## config.mk

```make
export PLATFORM = sky130hd
export DESIGN_NAME = regfile_boot_loader
export DESIGN_NICKNAME = d
export VERILOG_FILES = /design/src/rtl/rfb_pkg.sv /design/src/rtl/rfb_init_seq.sv /design/src/rtl/rfb_port_mux.sv /design/src/rtl/rfb_storage.sv /design/src/rtl/regfile_boot_loader.sv
export SDC_FILE = /design/constraint.sdc
export NUM_CORES = 1
export LEC_CHECK = 0
export BUFFER_PORTS_ARGS = -buffer_cell sky130_fd_sc_hd__buf_2
export CAP_MARGIN = 0
export CORE_ASPECT_RATIO = 0.75
export CORE_MARGIN = 2
export CORE_UTILIZATION = 60
export CTS_CLUSTER_DIAMETER = 100
export DETAILED_ROUTE_END_ITERATION = 8
export PLACE_DENSITY = 0.77
export SETUP_SLACK_MARGIN = 0.05
export SLEW_MARGIN = 20
export SYNTH_ARGS = -nofsm -noshare
export SYNTH_HDL_FRONTEND = slang
export SYNTH_HIERARCHICAL = 1
export SYNTH_SLANG_ARGS = --single-unit
```

## constraint.sdc

```tcl
create_clock -name clk -period 3.5 [get_ports clk]
set_clock_uncertainty 0.05 [all_clocks]
set_input_delay 0 -clock clk [delete_from_list [all_inputs] [get_ports clk]]
set_output_delay 0 -clock clk [all_outputs]
set_load 0.1 [all_outputs]
```

## src/rtl/rfb_pkg.sv

```systemverilog
package rfb_pkg;
    localparam int          RFB_DEPTH = 32;
    localparam int          RFB_WIDTH = 8;
    localparam int          RFB_COUNT = 31;
    localparam logic [7:0]  RFB_BASE  = 8'h1A;
endpackage

```

## src/rtl/rfb_init_seq.sv

```systemverilog
module rfb_init_seq #(
    parameter int DEPTH = 32,
    parameter int WIDTH = 8,
    parameter int COUNT = 31,
    parameter logic [WIDTH-1:0] BASE = 8'h1A,
    localparam int AW = $clog2(DEPTH)
) (
    input  logic             clk,
    input  logic             rst_n,
    output logic             seq_we,
    output logic [AW-1:0]    seq_addr,
    output logic [WIDTH-1:0] seq_data,
    output logic             init_done
);
    localparam logic [AW-1:0] LAST = AW'(COUNT - 1);

    typedef struct packed {
        logic [AW-1:0] step;
        logic          done;
    } seq_state_t;

    seq_state_t st_d, st_q;

    always_comb begin
        st_d = st_q;
        if (!st_q.done) begin
            if (st_q.step == LAST) begin
                st_d.done = 1'b1;
            end else begin
                st_d.step = st_q.step + 1'b1;
            end
        end
    end

    always_ff @(posedge clk or negedge rst_n) begin
        if (!rst_n) begin
            st_q <= '0;
        end else begin
            st_q <= st_d;
        end
    end

    assign seq_we    = !st_q.done;
    assign seq_addr  = st_q.step;
    assign seq_data  = BASE + WIDTH'(st_q.step);
    assign init_done = st_q.done;

    // once finished, stays finished until reset
    p_done_sticky_r4: assert property (@(posedge clk) disable iff (!rst_n)
        st_q.done |=> st_q.done);

    // the last step is followed by done
    p_done_after_last_r4: assert property (@(posedge clk) disable iff (!rst_n)
        (!st_q.done && st_q.step == LAST) |=> st_q.done);

    // one step per clock while active
    p_step_advance_r3: assert property (@(posedge clk) disable iff (!rst_n)
        (!st_q.done && st_q.step != LAST) |=> (st_q.step == $past(st_q.step) + 1'b1));

    // the step never runs past the last preloaded address
    p_step_bound_r3: assert property (@(posedge clk) disable iff (!rst_n)
        st_q.step <= LAST);
endmodule

```

## src/rtl/rfb_port_mux.sv

```systemverilog
module rfb_port_mux #(
    parameter int WIDTH = 8,
    parameter int AW    = 5
) (
    input  logic             init_done,
    input  logic             seq_we,
    input  logic [AW-1:0]    seq_addr,
    input  logic [WIDTH-1:0] seq_data,
    input  logic             ext_we,
    input  logic [AW-1:0]    ext_addr,
    input  logic [WIDTH-1:0] ext_wdata,
    output logic             mem_we,
    output logic [AW-1:0]    mem_addr,
    output logic [WIDTH-1:0] mem_wdata
);
    always_comb begin
        if (init_done) begin
            mem_we    = ext_we;
            mem_addr  = ext_addr;
            mem_wdata = ext_wdata;
        end else begin
            mem_we    = seq_we;
            mem_addr  = seq_addr;
            mem_wdata = seq_data;
        end
    end
endmodule

```

## src/rtl/rfb_storage.sv

```systemverilog
module rfb_storage #(
    parameter int DEPTH = 32,
    parameter int WIDTH = 8,
    localparam int AW = $clog2(DEPTH)
) (
    input  logic             clk,
    input  logic             rst_n,
    input  logic             we,
    input  logic [AW-1:0]    addr,
    input  logic [WIDTH-1:0] wdata,
    output logic [WIDTH-1:0] rd_data
);
    typedef struct packed {
        logic [DEPTH-1:0][WIDTH-1:0] mem;
        logic [WIDTH-1:0]            rd;
    } store_t;

    store_t s_d, s_q;

    always_comb begin
        s_d    = s_q;
        s_d.rd = s_q.mem[addr];
        if (we) begin
            s_d.mem[addr] = wdata;
        end
    end

    always_ff @(posedge clk or negedge rst_n) begin
        if (!rst_n) begin
            s_q <= '0;
        end else begin
            s_q <= s_d;
        end
    end

    assign rd_data = s_q.rd;

    // a presented write is held at its address afterwards
    p_write_lands_r7: assert property (@(posedge clk) disable iff (!rst_n)
        we |=> (s_q.mem[$past(addr)] == $past(wdata)));
endmodule

```

## src/rtl/regfile_boot_loader.sv

```systemverilog
module regfile_boot_loader
    import rfb_pkg::*;
(
    input  logic       clk,
    input  logic       rst_n,
    input  logic       ext_we,
    input  logic [4:0] ext_addr,
    input  logic [7:0] ext_wdata,
    output logic [7:0] rd_data,
    output logic       init_done
);
    localparam int AW = $clog2(RFB_DEPTH);

    logic             seq_we;
    logic [AW-1:0]    seq_addr;
    logic [RFB_WIDTH-1:0] seq_data;
    logic             mem_we;
    logic [AW-1:0]    mem_addr;
    logic [RFB_WIDTH-1:0] mem_wdata;

    rfb_init_seq #(
        .DEPTH(RFB_DEPTH), .WIDTH(RFB_WIDTH), .COUNT(RFB_COUNT), .BASE(RFB_BASE)
    ) i_seq (
        .clk(clk), .rst_n(rst_n), .seq_we(seq_we), .seq_addr(seq_addr),
        .seq_data(seq_data), .init_done(init_done)
    );

    rfb_port_mux #(.WIDTH(RFB_WIDTH), .AW(AW)) i_mux (
        .init_done(init_done), .seq_we(seq_we), .seq_addr(seq_addr), .seq_data(seq_data),
        .ext_we(ext_we), .ext_addr(ext_addr), .ext_wdata(ext_wdata),
        .mem_we(mem_we), .mem_addr(mem_addr), .mem_wdata(mem_wdata)
    );

    rfb_storage #(.DEPTH(RFB_DEPTH), .WIDTH(RFB_WIDTH)) i_store (
        .clk(clk), .rst_n(rst_n), .we(mem_we), .addr(mem_addr),
        .wdata(mem_wdata), .rd_data(rd_data)
    );

    // while preloading, the storage sees only the sequencer's address
    p_ext_blocked_r6: assert property (@(posedge clk) disable iff (!rst_n)
        !init_done |-> (mem_addr == seq_addr && mem_we));
endmodule

```

==> results of run 1 <==
## sequential cells by signal, summed over array words and instances (netlist names)
register,count
i_seq/init_done,1
i_seq/seq_addr,5
i_store/s_q,256
i_store/rd_data,8
## cells by family after synthesis
kind of cell             Yosys count  share of synthesized area [%]
multiplexers                     398                           33.8
flip-flops                       270                           52.8
AND/OR/NAND/NOR                   98                           6.08
buffers and inverters             79                           3.28
AO/OA/AOI/OAI                     71                           3.52
adder cells (fa/ha/maj)            3                          0.293
XOR/XNOR                           3                          0.205
other                              1                         0.0293
## layout make-up
| cell class | instances | area [um^2] | share of cell area (%) |
|---|---|---|---|
| inverter | 3 | 11.3 | 0.0812 |
| timing repair buffer | 37 | 268 | 1.93 |
| clock inverter | 7 | 88.8 | 0.640 |
| clock buffer | 37 | 753 | 5.43 |
| multi-input combinational | 575 | 5640 | 40.6 |
| sequential | 270 | 6760 | 48.7 |
| tap | 288 | 360 | 2.60 |
## synthesized netlist by cell type, drive strengths merged, types with 2 or more instances
cell type	n
mux2	270
nor4	16
nand3	9
mux2i	128
o22ai	64
a31oi	2
nand4b	4
buf	44
inv	3
ha	3
or4bb	3
nand2	23
clkbuf	32
nor3	5
dfrtp	270
nand3b	3
xnor2	2
nor2b	2
or4b	4
nor2	16
nor3b	3
nand4bb	3
## worst paths after layout
check,endpoint,slack (ns),cells past startpoint
hold reg to reg,i_store/s_q[112],0.44,1
setup / recovery,i_store/rd_data[3],0.61,6
min in group clk,i_store/s_q[143],0.32,3
max in group asynchronous,i_store/s_q[186],2.25,3
hold / removal,i_store/s_q[21],0.05,2
setup reg to reg,i_store/rd_data[3],0.61,6
## per-layer routing
metal  part of all wire (%)  up-vias  wire (um)
met2                     42      234      12700
met4                    1.5        0        459
met3                    8.3       38       2470
li1                       -     3373          -
met1                     48     4006      14300
met5                      0        -          0
## worst max-delay path: stages, from the launching register on
cell and delay [ns]:
dfrtp_1 0.56, mux2_2 0.65, buf_4 0.28, or4b_1 0.39
o22ai_1 0.19, nor4_1 0.52, nand2_1 0.09
## per-stage QoR
stage / total power, W / hold slack, ns / utilization [%]
2_1_floorplan: 0.00432 / -0.346 / -
3_3_place_gp: 0.00459 / 0.0522 / 62.0
3_5_place_dp: 0.00462 / 0.0460 / 62.0
4_1_cts: 0.00740 / 0.0946 / 66.0
5_1_grt: 0.00764 / 0.122 / 66.0
6_report: 0.00735 / 0.0508 / 66.0
## repair_timing
action | CTS | global route
hold endpoints to repair | 98 | 0
hold buffers | 1 | 0
endpoints found under the setup margin | 0 | 0
## cell usage in the layout, fill, tap and decap left out, types with 6 or more instances in the layout
master       n
buf_4        9
buf_2       23
mux2_2     258
nor4_1      16
clkbuf_16   27
clkbuf_1     6
nor2_2       8
nand2_1     12
o22ai_1     64
mux2i_1    128
nand2_2     11
dfrtp_1    270
mux2_1      11
## report_power, final
group / internal, W / switching, W / leakage (nW)
registers: 0.00343 / 0.000162 / 3.09
logic: 0.000396 / 0.000580 / 2.39
clock network: 0.00163 / 0.00115 / 0.417
==> results.yml, run 1 <==
power_and_ir_drop:
  p_per_area_nw_per_um2: 530
  peakVddDrop_uv: 396
  cellLeakagePower_nw: 5.89
routing:
  wl_per_cell_um: 24.5
  drt_wl_total_mm: 29.9
  via_count: 7651
  first_iter_violations: 669
  postRouteAntennaNets: 0
  vias_per_cell: 6.29
  dr.pass1.iters: 5
  post-route-drc-count: 0
setup_path:
  required_ns: 3.85
  crit_fanout: 26
  startpoint_type: "flip-flop"
  crit_arrival_ns: 3.23
  setup.worst_path.end_class: "flip-flop"
  r2r-start: "i_seq/init_done"
  path_class: "reg -> reg"
  crit_start: "i_seq/init_done"
timing:
  min_period_ns: 2.89
  setup_viol: 0
  tightestPinTransition_ns: 0.850
  rsz0062_at_grt: "false"
  setup_slack_ns: 0.612
  hold_violations: 0
  fin_crit_sh_pct: 82.5
  slew_violations: 0
  setup_tns_ns: 0
  maxSlewHeadroom_pct: 43.3
  max_freq_ghz: 0.346
finish:
  layout.nets: 932
  diodes: 0
  drive_above_1_share_pct: 40.5
  area_delta_synth_final_pct: 8.45
  stdcell_count: 1217
  design_area_um2: 13900
  num-fill-cells: 1509
global_route:
  met2_usage_pct: 39.9
  grt_max_degree: 104
  track_usage_pct: 27.1
  met1_usage_pct: 41.3
  antenna_found_initial: 1
  grt_pass1_wl_mm: 46.6
  grt-busiest-layer: "met1"
  use_met3_pct: 6.51
  overflow: 0
  grt_pass1_vias: 7699
floorplan:
  core-area_um2: 21000
  die_area_um2: 22500
  die_width_um: 173
  initial_utilization_pct: 60.9
  pin_count: 25
  num_rows: 46
  die_y_um: 130
synth:
  synth.yosys.warnings: 6
  yosysUniqueCellTypes: 48
  synth_edf_count: 0
  netlist_instances: 923
  yosys.area.top_type_share_pct: 52.8
  ys_seq_area_share_pct: 52.8
  synth_area_per_cell_um2: 13.9
  synth-async-reset-ratio_pct: 100
  synth_top_area_cell: "dfrtp_1"
  ys_top_cells_by_area: "dfrtp_1, mux2_2, mux2i_1"
  ys.flop_type: "dfrtp_1"
  ys_ff_latch: 270
  synth_area_um2: 12800
clock_tree:
  clkTransAtPathRegs_ns: 0.07
  cts-buffers-inserted: 26
  worstSkewPairLatency_ns: 0.53
  clockBufferDepth: 3
  cts_tree: "done"
  cts_setup_buffers: 0
  clock-sinks: 270
  htreeDepth: 1
  cts_resized: 0
  root_buffer: "clkbuf_16"
placement:
  post-place-ws_ns: 0.687
  dp_cells: 1172
  hpwlAfterDp_mm: 19.7
  numPortBuffers: 24
  gp_congestion: 0.963
  dpl-instance-area_um2: 13000
min_path:
  hp-class: "in -> async"
status:
  status: "finished, final reports clean"
job:
  drv_cap: 0
Note: power is estimated with default switching activity, not from simulation.
==> run 2, diff against run 1 <==
- ABC_AREA: default -> 1
- CORE_UTILIZATION: 60 -> 57
- PLACE_DENSITY: 0.77 -> 0.76
- clock period: 3.5 -> 2.6 ns (I/O delays scaled with it)
==> results.yml, run 2 <==
clock_tree:
  clockBufferDepth: 3
  htreeDepth: 1
  worstSkewPairLatency_ns: 0.55
  clkTransAtPathRegs_ns: 0.06
  root_buffer: "clkbuf_16"
  cts-buffers-inserted: 27
  cts_tree: "done"
  clock-sinks: 270
  cts_setup_buffers: 0
setup_path:
  reg2reg_depth: 10
  r2r-start: "i_seq/init_done"
  crit_arrival_ns: 2.81
  crit_slowest_cell: "dfrtp_2"
  startpoint_type: "flip-flop"
  cp_common_cell: "nand2_1"
  critPathMaxStageDelay_ns: 0.47
  path_class: "reg -> reg"
  path_cells: "inv_2 > nand2_1 > nand2_2 > inv_2 > nor2_1 > nand2_1 > inv_1 > nand2_1 > nand2_1 > o21ai_0"
  crit_buf_inv: 3
  crit_fanout: 16
  reg2reg_to: "i_store/s_q[27]"
  cp_top_family: "simple AND/OR/NAND/NOR gates"
  reg2reg_slack_ns: 0.14
  setup.worst_path.end_class: "flip-flop"
  required_ns: 2.94
finish:
  area_delta_synth_final_pct: 9.36
  largest_register_ffs: 256
  num-fill-cells: 2032
  layout.nets: 1750
  drive_above_1_share_pct: 11.0
  regArea_um2: 6760
  layout_common_cells: "nand2_1, dfrtp_1, o21ai_0"
  diodes: 0
  layout_commonest_cell: "nand2_1"
  stdcell_count: 2047
  multiInputGateArea_um2: 5750
  regMostFlops: "i_store/s_q"
global_route:
  antenna_found_initial: 0
  grt_max_degree: 83
  track_usage_pct: 28.3
  grt_pass1_wl_mm: 55.1
  overflow: 0
  grt_pass1_vias: 10300
power_and_ir_drop:
  p_sw_share_pct: 28.3
  pwr-share-comb_pct: 15.1
  p_int_w: 0.00745
  clkPwrFrac_pct: 37.0
  p_seq_share_pct: 47.9
  peakVddDrop_uv: 470
  p_sw_w: 0.00294
  p_per_area_nw_per_um2: 719
  cellLeakagePower_nw: 7.76
synth:
  ys.flop_type: "dfrtp_1"
  netlist_instances: 1750
  yosysUniqueCellTypes: 29
  synth-async-reset-ratio_pct: 100
  synth.yosys.warnings: 6
  synth_commonest_cells: "nand2_1, dfrtp_1, o21ai_0"
  synth_most_common_cell: "nand2_1"
  ys_seq_area_share_pct: 51.2
  synth_top_area_cell: "dfrtp_1"
  yosys.area.top_type_share_pct: 51.2
  ys_ff_latch: 270
  ys_top_cells_by_area: "dfrtp_1, nand2_1, o21ai_0"
  synth_area_per_cell_um2: 7.54
  synth_edf_count: 0
  synth_area_um2: 13200
routing:
  postRouteAntennaNets: 0
  vias_per_cell: 5.46
  wl_per_cell_um: 16.6
  post-route-drc-count: 0
  first_iter_violations: 1176
  dr.pass1.iters: 5
  via_count: 11200
  drt_wl_total_mm: 34.0
timing:
  hold_violations: 0
  setup_tns_ns: 0
  min_period_ns: 2.46
  setup_viol: 0
  slew_violations: 0
  rsz0062_at_grt: "true"
  max_freq_ghz: 0.406
  fin_crit_sh_pct: 94.7
  timing.hold.ws_ns: 0.0122
  maxSlewHeadroom_pct: 54.5
  tightestPinTransition_ns: 0.683
floorplan:
  die_area_um2: 24400
  die_y_um: 136
  num_rows: 48
  core-area_um2: 22900
  die_width_um: 180
  initial_utilization_pct: 57.7
  pin_count: 25
min_path:
  hp-class: "in -> async"
job:
  drv_cap: 0
placement:
  numPortBuffers: 24
  gp_congestion: 0.872
  hpwlAfterDp_mm: 20.9
  dp_cells: 1999
status:
  status: "finished, final reports clean"
[run 2: cell families (layout without fill, tap and decap cells)]
logic type,after synthesis,count (layout),synth area share (%)
AOI/OAI and AO/OA,260,260,11.2
DFF,270,270,51.2
adders and majority gates,3,3,0.284
buffers and inverters,148,144,5.55
and+or+nand+nor,1066,1066,31.6
other,1,2,0.0284
xor gates and xnor gates,2,2,0.133
[run 2: repair_timing]
item,CTS,global route
hold endpoints to repair,272,0
setup endpoints to repair,0,34
hold buffers,3,0
gates resized for setup,0,6
[run 2: power groups by stage]
stage	Combinational (W)	Clock [W]	Sequential (W)
detailed placement	0.00155	0	0.00504
finish	0.00157	0.00384	0.00497
global route	0.00178	0.00408	0.00502
floorplan	0.00115	0	0.00496
global placement	0.00151	0	0.00502
CTS	0.00156	0.00391	0.00497
[run 2: area by class of cell]
| type | count | area share [%] |
|---|---|---|
| repair buffers | 71 | 4.09 |
| flip-flops and latches | 270 | 46.8 |
| well taps | 300 | 2.60 |
| clock inverters | 9 | 0.702 |
| inverters | 28 | 0.745 |
| multi-input cells | 1333 | 39.8 |
| clock buffers | 36 | 5.26 |
[run 2: stage by stage]
step           setup WS [ns]  total power, W  cell area (um^2)  utilization [%]
5_1_grt              -0.0103          0.0109             14400             63.1
3_3_place_gp           0.278         0.00652             13500             59.1
4_1_cts                0.195          0.0104             14400             63.0
2_1_floorplan         0.0931         0.00612             13200                -
6_report               0.138          0.0104             14400             63.1
3_5_place_dp           0.217         0.00659             13500             59.1
[run 2: metal layers]
layer  up-vias  GRT usage [%]  wire length, um
li1       5400              -                -
met2       391           43.1            14700
met4         0           6.91              751
met3        54           4.97             2420
met1      5340           42.4            16100
met5         -              0                0
[run 2: worst max-delay path by stage]
stage,start,to,slack [ns],cells past startpoint
floorplan,i_seq/init_done,i_store/s_q[233],0.09,10
global placement,i_seq/init_done,i_store/s_q[18],0.28,10
detailed placement,i_seq/init_done,i_store/s_q[18],0.22,9
CTS,i_seq/init_done,i_store/s_q[18],0.19,9
global route,i_seq/init_done,i_store/s_q[27],-0.01,10
finish,i_seq/init_done,i_store/s_q[27],0.14,10
==> run 3, diff against run 2 <==
--- a/config.mk
+++ b/config.mk
@@ -12,6 +12,6 @@
 export CORE_MARGIN = 2
-export CORE_UTILIZATION = 57
+export CORE_UTILIZATION = 60
 export CTS_CLUSTER_DIAMETER = 100
 export DETAILED_ROUTE_END_ITERATION = 8
-export PLACE_DENSITY = 0.76
+export PLACE_DENSITY = 0.77
 export SETUP_SLACK_MARGIN = 0.05
==> constraint.sdc (replaced) <==
create_clock -name clk -period 2.3 [get_ports clk]
set_clock_uncertainty 0.05 [all_clocks]
set_input_delay 0.345 -clock clk [delete_from_list [all_inputs] [get_ports clk]]
set_output_delay 0.345 -clock clk [all_outputs]
set_load 0.1 [all_outputs]
==> results.yml, run 3 (same netlist as run 2, synthesis figures left out) <==
status:
  status: "finished, final reports clean"
floorplan:
  die_y_um: 132
  die_width_um: 175
  core-area_um2: 21400
  pin_count: 25
  die_area_um2: 23200
  initial_utilization_pct: 61.8
  num_rows: 46
timing:
  fin_crit_sh_pct: 95.6
  hold_violations: 0
  tightestPinTransition_ns: 0.595
  maxSlewHeadroom_pct: 60.4
  setup_tns_ns: 0
  min_period_ns: 2.20
  rsz0062_at_grt: "true"
  setup_viol: 0
  slew_violations: 0
  max_freq_ghz: 0.455
routing:
  via_count: 11500
  wl_per_cell_um: 17.6
  postRouteAntennaNets: 0
  dr.pass1.iters: 6
  first_iter_violations: 1224
  drt_wl_total_mm: 36.1
  vias_per_cell: 5.61
  post-route-drc-count: 0
clock_tree:
  clkTransAtPathRegs_ns: 0.06
  clock-sinks: 270
  htreeDepth: 1
  cts-buffers-inserted: 27
  root_buffer: "clkbuf_16"
  worstSkewPairLatency_ns: 0.53
  cts_tree: "done"
  clockBufferDepth: 3
setup_path:
  path_class: "reg -> reg"
  setup.worst_path.end_class: "flip-flop"
  crit_fanout: 9
  reg2reg_slack_ns: 0.10
  reg2reg_to: "i_store/s_q[134]"
  r2r-start: "i_seq/init_done"
  reg2reg_depth: 10
  crit_arrival_ns: 2.54
  startpoint_type: "flip-flop"
  required_ns: 2.64
finish:
  area_delta_synth_final_pct: 12.7
  largest_register_ffs: 256
  drive_above_1_share_pct: 13.2
  layout.nets: 1769
  layout_common_cells: "nand2_1, dfrtp_1, o21ai_0"
  stdcell_count: 2055
  design_area_um2: 14900
  diodes: 0
  regMostFlops: "i_store/s_q"
  postLayoutCoreUtil_pct: 69.7
  layout_commonest_cell: "nand2_1"
global_route:
  grt_pass1_wl_mm: 57.0
  grt_pass1_vias: 10900
  antenna_found_initial: 0
  grt-busiest-layer: "met2"
  track_usage_pct: 30.6
  grt_max_degree: 71
  met1_usage_pct: 45.4
  overflow: 0
  met2_usage_pct: 46.5
  use_met3_pct: 5.26
min_path:
  hold_depth: 5
  holdPathEnd: "i_store/s_q[152]"
  holdCritStartpoint: "ext_wdata[0]"
  hp-class: "in -> reg"
power_and_ir_drop:
  peakVddDrop_uv: 608
  cellLeakagePower_nw: 8.04
  p_per_area_nw_per_um2: 800
job:
  drv_cap: 0
placement:
  hpwlAfterDp_mm: 21.7
  numPortBuffers: 24
  dpl-instance-area_um2: 13700
  dp_cells: 1994
  gp_congestion: 0.910
[run 3: per-stage QoR]
step / power, W / hold slack, ns / worst slack, ns
finish: 0.0119 / 0.269 / 0.100
global route: 0.0124 / 0.295 / -0.0126
CTS: 0.0119 / 0.234 / 0.00900
detailed placement: 0.00748 / 0.306 / -0.0421
global placement: 0.00740 / 0.302 / 0.00949
floorplan: 0.00693 / -0.000591 / -0.0295
[run 3: critical path: stages, from the launching register on]
cell	delay, ns
dfrtp_4	0.56
inv_8	0.09
nand2_1	0.08
nand2_4	0.16
buf_16	0.12
nand3_1	0.10
buf_4	0.18
nor4_4	0.25
buf_4	0.19
buf_4	0.19
a21oi_1	0.08
[run 3: repair_timing]
action | CTS | global route
hold buffers | 1 | 0
pin swaps | 0 | 2
resized for setup | 11 | 29
setup buffers | 0 | 8
gates cloned | 0 | 6
endpoints found under the hold margin | 65 | 0
endpoints found under the setup margin | 50 | 137
[run 3: per-layer routing]
layer	share of wire [%]	wire length, um
met2	44	15900
met1	44	15900
met4	2.5	906
met3	9.3	3360
met5	0	0
[run 3: cell type report]
| class | instances | area, um^2 |
|---|---|---|
| Timing Repair Buffer | 89 | 915 |
| Clock inverter | 6 | 82.6 |
| Sequential cell | 270 | 6760 |
| Clock buffer | 40 | 795 |
| Tap cell | 288 | 360 |
| Fill cell | 1716 | 6470 |
| Inverter | 28 | 125 |
| Timing Repair inverter | 1 | 6.26 |
| Multi-Input combinational cell | 1333 | 5840 |
[run 3: worst max-delay path by stage]
stage,startpoint,endpoint,slack [ns],cells after the start
final,i_seq/init_done,i_store/s_q[134],0.10,10
after global routing,i_seq/init_done,i_store/s_q[63],-0.01,13
after CTS,i_seq/init_done,i_store/s_q[147],0.009,9
after detailed placement,i_seq/init_done,i_store/s_q[147],-0.04,9
after global placement,i_seq/init_done,i_store/s_q[81],0.009,10
after floorplan,i_seq/init_done,i_store/s_q[233],-0.03,10
[run 3: power by group]
part	switching, W	internal (W)
combinational	0.00124	0.000629
sequential	0.000319	0.00532
clock	0.00182	0.00259
